### config.mk
export PLATFORM = sky130hd
export DESIGN_NAME = fsr_banked_status
export DESIGN_NICKNAME = d
export VERILOG_FILES = /design/src/rtl/fsr_pkg.sv /design/src/rtl/fsr_access_decode.sv /design/src/rtl/fsr_bank.sv /design/src/rtl/fsr_read_merge.sv /design/src/rtl/fsr_banked_status.sv
export SDC_FILE = /design/constraint.sdc
export NUM_CORES = 1
export LEC_CHECK = 0
export BUFFER_PORTS_ARGS = -buffer_cell sky130_fd_sc_hd__buf_2
export CAP_MARGIN = 10
export CORE_ASPECT_RATIO = 0.75
export CORE_UTILIZATION = 49
export DETAILED_ROUTE_END_ITERATION = 6
export PLACE_DENSITY = 0.95
export SLEW_MARGIN = 20
export SYNTH_ARGS = -nofsm -noshare
export SYNTH_HDL_FRONTEND = slang
export SYNTH_SLANG_ARGS = --single-unit
### constraint.sdc
create_clock -name clk -period 2.7 [get_ports clk]
set_input_delay 0.27 -clock clk [delete_from_list [all_inputs] [get_ports clk]]
set_output_delay 0.27 -clock clk [all_outputs]
set_load 0.01 [all_outputs]
### src/rtl/fsr_pkg.sv
package fsr_pkg;
    localparam int FSR_W = 32;

    typedef logic [FSR_W-1:0] fsr_word_t;

    typedef struct packed {
        fsr_word_t ns;
        fsr_word_t s;
    } fsr_pair_t;

    function automatic fsr_word_t field_mask(input int lsb, input int msb);
        fsr_word_t m;
        m = '0;
        for (int i = 0; i < FSR_W; i++) begin
            if (i >= lsb && i <= msb) m[i] = 1'b1;
        end
        return m;
    endfunction
endpackage

### src/rtl/fsr_access_decode.sv
module fsr_access_decode
    import fsr_pkg::*;
#(
    parameter int                ADDR_W     = 12,
    parameter logic [ADDR_W-1:0] REG_OFFSET = 12'hD28,
    parameter int                SECURE_EN  = 1,
    parameter int                SH_LSB     = 8,
    parameter int                SH_MSB     = 15
) (
    input  logic              bus_en,
    input  logic              bus_we,
    input  logic [ADDR_W-1:0] bus_addr,
    input  fsr_word_t         bus_wdata,
    input  logic              bus_secure,
    input  fsr_word_t         set_s,
    input  fsr_word_t         set_ns,
    output fsr_pair_t         clr,
    output fsr_pair_t         set,
    output logic              rd_hit,
    output logic              rd_secure
);
    localparam fsr_word_t SHARED = field_mask(SH_LSB, SH_MSB);
    localparam bit        BANKED = (SECURE_EN != 0);

    logic hit;
    logic sec_eff;
    logic wr_hit;

    always_comb begin
        hit       = (bus_addr == REG_OFFSET);
        sec_eff   = BANKED && bus_secure;
        wr_hit    = bus_en && bus_we && hit;
        rd_hit    = bus_en && !bus_we && hit;
        rd_secure = sec_eff;

        clr = '0;
        if (wr_hit) begin
            if (sec_eff) begin
                clr.s  = bus_wdata & ~SHARED;
                clr.ns = bus_wdata & SHARED;
            end else begin
                clr.ns = bus_wdata;
            end
        end

        if (BANKED) begin
            set.s  = set_s & ~SHARED;
            set.ns = set_ns | (set_s & SHARED);
        end else begin
            set.s  = '0;
            set.ns = set_ns | set_s;
        end
    end
endmodule

### src/rtl/fsr_bank.sv
module fsr_bank
    import fsr_pkg::*;
(
    input  logic      clk,
    input  logic      rst_n,
    input  fsr_word_t clr,
    input  fsr_word_t set,
    output fsr_word_t q
);
    typedef struct packed {
        fsr_word_t bits;
    } bank_state_t;

    bank_state_t st_d, st_q;

    always_comb begin
        st_d      = st_q;
        st_d.bits = (st_q.bits & ~clr) | set;
    end

    always_ff @(posedge clk or negedge rst_n) begin
        if (!rst_n) st_q <= '0;
        else        st_q <= st_d;
    end

    assign q = st_q.bits;
endmodule

### src/rtl/fsr_read_merge.sv
module fsr_read_merge
    import fsr_pkg::*;
#(
    parameter int SH_LSB = 8,
    parameter int SH_MSB = 15
) (
    input  logic      rd_hit,
    input  logic      rd_secure,
    input  fsr_word_t s_q,
    input  fsr_word_t ns_q,
    output fsr_word_t rdata
);
    localparam fsr_word_t SHARED = field_mask(SH_LSB, SH_MSB);

    always_comb begin
        rdata = '0;
        if (rd_hit) begin
            if (rd_secure) rdata = s_q | (ns_q & SHARED);
            else           rdata = ns_q;
        end
    end
endmodule

### src/rtl/fsr_banked_status.sv
module fsr_banked_status
    import fsr_pkg::*;
#(
    parameter int                ADDR_W     = 12,
    parameter logic [ADDR_W-1:0] REG_OFFSET = 12'hD28,
    parameter int                SECURE_EN  = 1,
    parameter int                SH_LSB     = 8,
    parameter int                SH_MSB     = 15
) (
    input  logic              clk,
    input  logic              rst_n,
    input  logic              bus_en,
    input  logic              bus_we,
    input  logic [ADDR_W-1:0] bus_addr,
    input  logic [31:0]       bus_wdata,
    input  logic              bus_secure,
    input  logic [31:0]       set_s,
    input  logic [31:0]       set_ns,
    output logic [31:0]       bus_rdata
);
    fsr_pair_t clr, set;
    fsr_word_t s_q, ns_q;
    logic      rd_hit, rd_secure;

    fsr_access_decode #(
        .ADDR_W(ADDR_W), .REG_OFFSET(REG_OFFSET), .SECURE_EN(SECURE_EN),
        .SH_LSB(SH_LSB), .SH_MSB(SH_MSB)
    ) u_dec (
        .bus_en(bus_en), .bus_we(bus_we), .bus_addr(bus_addr),
        .bus_wdata(bus_wdata), .bus_secure(bus_secure),
        .set_s(set_s), .set_ns(set_ns),
        .clr(clr), .set(set), .rd_hit(rd_hit), .rd_secure(rd_secure)
    );

    fsr_bank u_ns (
        .clk(clk), .rst_n(rst_n), .clr(clr.ns), .set(set.ns), .q(ns_q)
    );

    generate
        if (SECURE_EN != 0) begin : g_sec
            fsr_bank u_s (
                .clk(clk), .rst_n(rst_n), .clr(clr.s), .set(set.s), .q(s_q)
            );
        end else begin : g_nosec
            assign s_q = '0;
        end
    endgenerate

    fsr_read_merge #(.SH_LSB(SH_LSB), .SH_MSB(SH_MSB)) u_rd (
        .rd_hit(rd_hit), .rd_secure(rd_secure),
        .s_q(s_q), .ns_q(ns_q), .rdata(bus_rdata)
    );
endmodule

==> run_summary.xml <==
<?xml version="1.0" encoding="UTF-8"?>
<metrics>
  <group name="synthesis">
    <metric name="yosysSeqAreaShare" unit="">0.508</metric>
    <metric name="synth.top_cell.area_share" unit="">0.508</metric>
    <metric name="post_synth_instance_area" unit="sq um">2760</metric>
    <metric name="synth_cell_types" unit="">17</metric>
    <metric name="number_of_enable_flip_flop_cells_after_synthesis" unit="">0</metric>
    <metric name="syn-instance-count" unit="">310</metric>
    <metric name="synth-async-reset-ratio" unit="">1.00</metric>
    <metric name="syn_avg_cell_area" unit="sq um">8.89</metric>
    <metric name="synth_most_common_cell" unit="">sky130_fd_sc_hd__nor2_1</metric>
    <metric name="synth_top_flop_cell" unit="">sky130_fd_sc_hd__dfrtp_1</metric>
    <metric name="synth-warning-count" unit="">0</metric>
    <metric name="synth.ff_latch_count" unit="">56</metric>
    <metric name="synth.largest_area_cell" unit="">sky130_fd_sc_hd__dfrtp_1</metric>
    <metric name="synth_top_cells_by_count" unit="">88 x sky130_fd_sc_hd__nor2_1, 56 x sky130_fd_sc_hd__a31oi_1, 56 x sky130_fd_sc_hd__dfrtp_1, 56 x sky130_fd_sc_hd__inv_1, 24 x sky130_fd_sc_hd__mux2i_1</metric>
    <metric name="synth_net_count" unit="">423</metric>
    <metric name="synth_area_leaders" unit="">sky130_fd_sc_hd__dfrtp_1 51%, sky130_fd_sc_hd__a31oi_1 13%, sky130_fd_sc_hd__nor2_1 12%</metric>
  </group>
  <group name="flow_run">
    <metric name="max-cap-violations" unit="">0</metric>
  </group>
  <group name="route">
    <metric name="post_dr_wirelength_cell" unit="microns">13.0</metric>
    <metric name="vias_per_cell" unit="">5.09</metric>
    <metric name="first_pass_iters" unit="">5</metric>
    <metric name="postRouteAntennaNets" unit="">0</metric>
    <metric name="drc" unit="">0</metric>
    <metric name="dr_total_vias" unit="">2709</metric>
    <metric name="detailed_router_s_first_iteration_violation_count" unit="">98</metric>
    <metric name="drt_wl_total" unit="microns">6900</metric>
  </group>
  <group name="setup_path">
    <metric name="reg2reg_to" unit="">u_ns.q[9]$_DFF_PN0_</metric>
    <metric name="critPathMaxStageDelay" unit="ns">0.58</metric>
    <metric name="cp_cell_sequence" unit="">buf_2, or4b_4, or4_1, buf_4, nor2_1, buf_2</metric>
    <metric name="timing.critical_path.max_delay_family" unit="">simple AND/OR/NAND/NOR gates</metric>
    <metric name="endpoint_kind" unit="">primary output</metric>
    <metric name="worst_setup_path_start_kind" unit="">input pin</metric>
    <metric name="endpoint" unit="">bus_rdata[20]</metric>
    <metric name="worst-r2r-cell-count" unit="">2</metric>
    <metric name="crit_start" unit="">bus_addr[7]</metric>
    <metric name="setup.worst_path.class" unit="">input pin to primary output</metric>
    <metric name="worst_path_arrival" unit="ns">2.04</metric>
    <metric name="worstPathMaxFanout" unit="">32</metric>
    <metric name="crit_required" unit="ns">2.43</metric>
    <metric name="number_of_buffer_and_inverter_instances_along_the_worst_setup_path" unit="">3</metric>
    <metric name="setup.reg_to_reg.worst_slack" unit="ns">1.84</metric>
    <metric name="r2r-start" unit="">u_ns.q[9]$_DFF_PN0_</metric>
    <metric name="critical_path_slowest_stage_cell" unit="">sky130_fd_sc_hd__or4b_4</metric>
    <metric name="cpMostUsedCell" unit="">sky130_fd_sc_hd__buf_2</metric>
    <metric name="path_depth" unit="">6</metric>
  </group>
  <group name="global_routing">
    <metric name="pin_count_of_the_biggest_net_entering_global_routing" unit="">33</metric>
    <metric name="grt_pass1_vias" unit="">2432</metric>
    <metric name="grt_remaining_overflow" unit="">0</metric>
    <metric name="groute.usage.overall" unit="">0.232</metric>
    <metric name="first_pass_grt_wire_length" unit="microns">10500</metric>
    <metric name="antenna_violations_before_repair" unit="">0</metric>
  </group>
  <group name="cells_and_area">
    <metric name="multi_input_gate_area" unit="sq um">1090</metric>
    <metric name="fin_util" unit="">0.686</metric>
    <metric name="sequential_cell_area" unit="sq um">1400</metric>
    <metric name="antenna_cells" unit="">0</metric>
    <metric name="layout.nets" unit="">569</metric>
    <metric name="layout-drive-gt1-share" unit="">0.354</metric>
    <metric name="area.growth.synth_to_final" unit="%">34.0</metric>
    <metric name="n_fill_cell" unit="">432</metric>
    <metric name="fin_cells" unit="">532</metric>
  </group>
  <group name="die">
    <metric name="placeableCoreArea" unit="sq um">5380</metric>
    <metric name="placementRows" unit="">23</metric>
    <metric name="chipHeight" unit="microns">67.0</metric>
    <metric name="die-area" unit="sq um">5930</metric>
    <metric name="i_o_pin_cnt" unit="">145</metric>
    <metric name="floorplan.initialDensity" unit="">0.512</metric>
    <metric name="dieWidth" unit="microns">88.6</metric>
  </group>
  <group name="place">
    <metric name="number_of_port_buffers" unit="">144</metric>
    <metric name="post-place-cells" unit="">523</metric>
    <metric name="hpwl_after_dpl" unit="microns">5320</metric>
    <metric name="gp_routability_congestion" unit="">0.721</metric>
    <metric name="worst_case_setup_slack_after_placement" unit="ns">0.406</metric>
  </group>
  <group name="pwr">
    <metric name="p_sw_frac" unit="">0.213</metric>
    <metric name="p_leak" unit="nW">1.95</metric>
    <metric name="combinationalPowerShare" unit="">0.103</metric>
    <metric name="netSwitchingPower" unit="mW">0.337</metric>
    <metric name="clock_power_share" unit="">0.367</metric>
    <metric name="internal-power" unit="mW">1.24</metric>
    <metric name="max-vdd-ir-drop" unit="mV">0.299</metric>
    <metric name="power_density" unit="nW/um^2">428</metric>
    <metric name="power_frac_seq" unit="">0.530</metric>
  </group>
  <group name="sta">
    <metric name="maxSlewViolCount" unit="">0</metric>
    <metric name="timing.slew.headroom" unit="">0.485</metric>
    <metric name="hold_viol" unit="">0</metric>
    <metric name="postLayoutSetupSlackWorst" unit="ns">0.394</metric>
    <metric name="setup_total_negative_slack" unit="ns">0</metric>
    <metric name="rsz0062_at_grt" unit="">no</metric>
    <metric name="timing.clock.skew" unit="ns">0</metric>
    <metric name="setup-violations-final" unit="">0</metric>
    <metric name="finalCriticalPeriod" unit="ns">2.31</metric>
    <metric name="hold_slack" unit="ns">0.143</metric>
    <metric name="final.period_utilization" unit="">0.854</metric>
    <metric name="achievable-frequency" unit="MHz">434</metric>
    <metric name="worst_pin_slew" unit="ns">0.766</metric>
  </group>
  <group name="hold_path">
    <metric name="worstHoldPathType" unit="">input pin to flop</metric>
  </group>
  <group name="clock_tree">
    <metric name="cts_inserted_buffers" unit="">5</metric>
    <metric name="clk_pin_slew_worst_setup_hold_paths" unit="ns">0.09</metric>
    <metric name="clock_tree.buffer_depth" unit="">2</metric>
    <metric name="worst_skew_pair.late_latency" unit="ns">0.30</metric>
    <metric name="clock_sinks" unit="">56</metric>
    <metric name="cts.root.buffer_cell" unit="">sky130_fd_sc_hd__clkbuf_8</metric>
    <metric name="cts_tree" unit="">yes</metric>
    <metric name="cts_repair_resize_count" unit="">0</metric>
    <metric name="cts_max_level" unit="">2</metric>
    <metric name="postCtsSetupBuffers" unit="">0</metric>
  </group>
  <group name="status">
    <metric name="outcome" unit="">complete, no violations</metric>
  </group>
</metrics>
==> worst min path at each step <==
stage / depth (start not counted) / to / slack [ns] / from
2_1_floorplan: 0 / g_sec.u_s.q[0]$_DFF_PN0_ / -0.03 / rst_n
3_3_place_gp: 1 / g_sec.u_s.q[6]$_DFF_PN0_ / 0.31 / rst_n
3_5_place_dp: 1 / g_sec.u_s.q[6]$_DFF_PN0_ / 0.33 / rst_n
4_1_cts: 2 / u_ns.q[14]$_DFF_PN0_ / 0.13 / bus_wdata[14]
5_1_grt: 2 / u_ns.q[14]$_DFF_PN0_ / 0.12 / bus_wdata[14]
6_report: 2 / u_ns.q[14]$_DFF_PN0_ / 0.14 / bus_wdata[14]
==> through the flow <==
step / total power, mW / area (sq um)
2_1_floorplan: 0.894 / 2760
3_3_place_gp: 1.01 / 3560
3_5_place_dp: 1.02 / 3560
4_1_cts: 1.60 / 3690
5_1_grt: 1.65 / 3690
6_report: 1.58 / 3690
==> per-layer routing <==
layer | vias to the layer above | wire (microns) | global-route usage
li1 | 1326 | - | -
met3 | 10 | 385 | 0.0533
met4 | 0 | 90 | 0.0625
met5 | - | 0 | 0
met2 | 100 | 3500 | 0.438
met1 | 1273 | 2920 | 0.261
==> worst reg2reg max path: cells and delay by family, from the launching register on <==
kind	cells	cell delay [ns]
compound gates	1	0.08
flops	1	0.39
simple gates	1	0.24
==> power groups by stage <==
| stage | clock network (mW) | registers (mW) | logic (mW) |
|---|---|---|---|
| 2_1_floorplan | 0 | 0.855 | 0.0394 |
| 3_3_place_gp | 0 | 0.855 | 0.155 |
| 3_5_place_dp | 0 | 0.855 | 0.162 |
| 4_1_cts | 0.596 | 0.838 | 0.164 |
| 5_1_grt | 0.629 | 0.838 | 0.181 |
| 6_report | 0.581 | 0.838 | 0.163 |
==> cells by family after synthesis <==
logic type | after synthesis | synth area share
muxes | 24 | 0.0872
buffers and inverters | 67 | 0.102
AOI/OAI and AO/OA | 56 | 0.127
DFF | 56 | 0.508
and+or+nand+nor | 107 | 0.176
==> cell usage in the layout, fill, tap and decap left out <==
| cell | instances |
|---|---|
| sky130_fd_sc_hd__a31oi_1 | 56 |
| sky130_fd_sc_hd__buf_2 | 144 |
| sky130_fd_sc_hd__buf_4 | 5 |
| sky130_fd_sc_hd__bufinv_16 | 1 |
| sky130_fd_sc_hd__clkbuf_8 | 7 |
| sky130_fd_sc_hd__dfrtp_1 | 56 |
| sky130_fd_sc_hd__dlygate4sd3_1 | 1 |
| sky130_fd_sc_hd__inv_1 | 56 |
| sky130_fd_sc_hd__mux2i_1 | 24 |
| sky130_fd_sc_hd__nand3b_1 | 2 |
| sky130_fd_sc_hd__nand4b_1 | 1 |
| sky130_fd_sc_hd__nand4bb_1 | 1 |
| sky130_fd_sc_hd__nor2_1 | 88 |
| sky130_fd_sc_hd__nor3_1 | 8 |
| sky130_fd_sc_hd__nor4_2 | 1 |
| sky130_fd_sc_hd__nor4_4 | 2 |
| sky130_fd_sc_hd__or3b_2 | 1 |
| sky130_fd_sc_hd__or4_1 | 1 |
| sky130_fd_sc_hd__or4b_4 | 1 |
| sky130_fd_sc_hd__or4bb_1 | 1 |
==> sequential cells by signal, indices dropped and copies added (netlist names) <==
signal / flops
u_ns.q: 32
g_sec.u_s.q: 24
==> area by class of cell <==
cell class,instances,share of cell area
Timing Repair Buffer,150,0.208
Multi-Input combinational cell,187,0.296
Clock buffer,7,0.0261
Clock inverter,1,0.00813
Sequential cell,56,0.380
Inverter,56,0.0569
Tap cell,75,0.0254
==> timing repair <==
action	4_1_cts	5_1_grt
hold buffers	1	0
setup endpoints to repair	0	0
endpoints found under the hold margin	6	0
No activity file was read; power rests on OpenSTA's default activity.
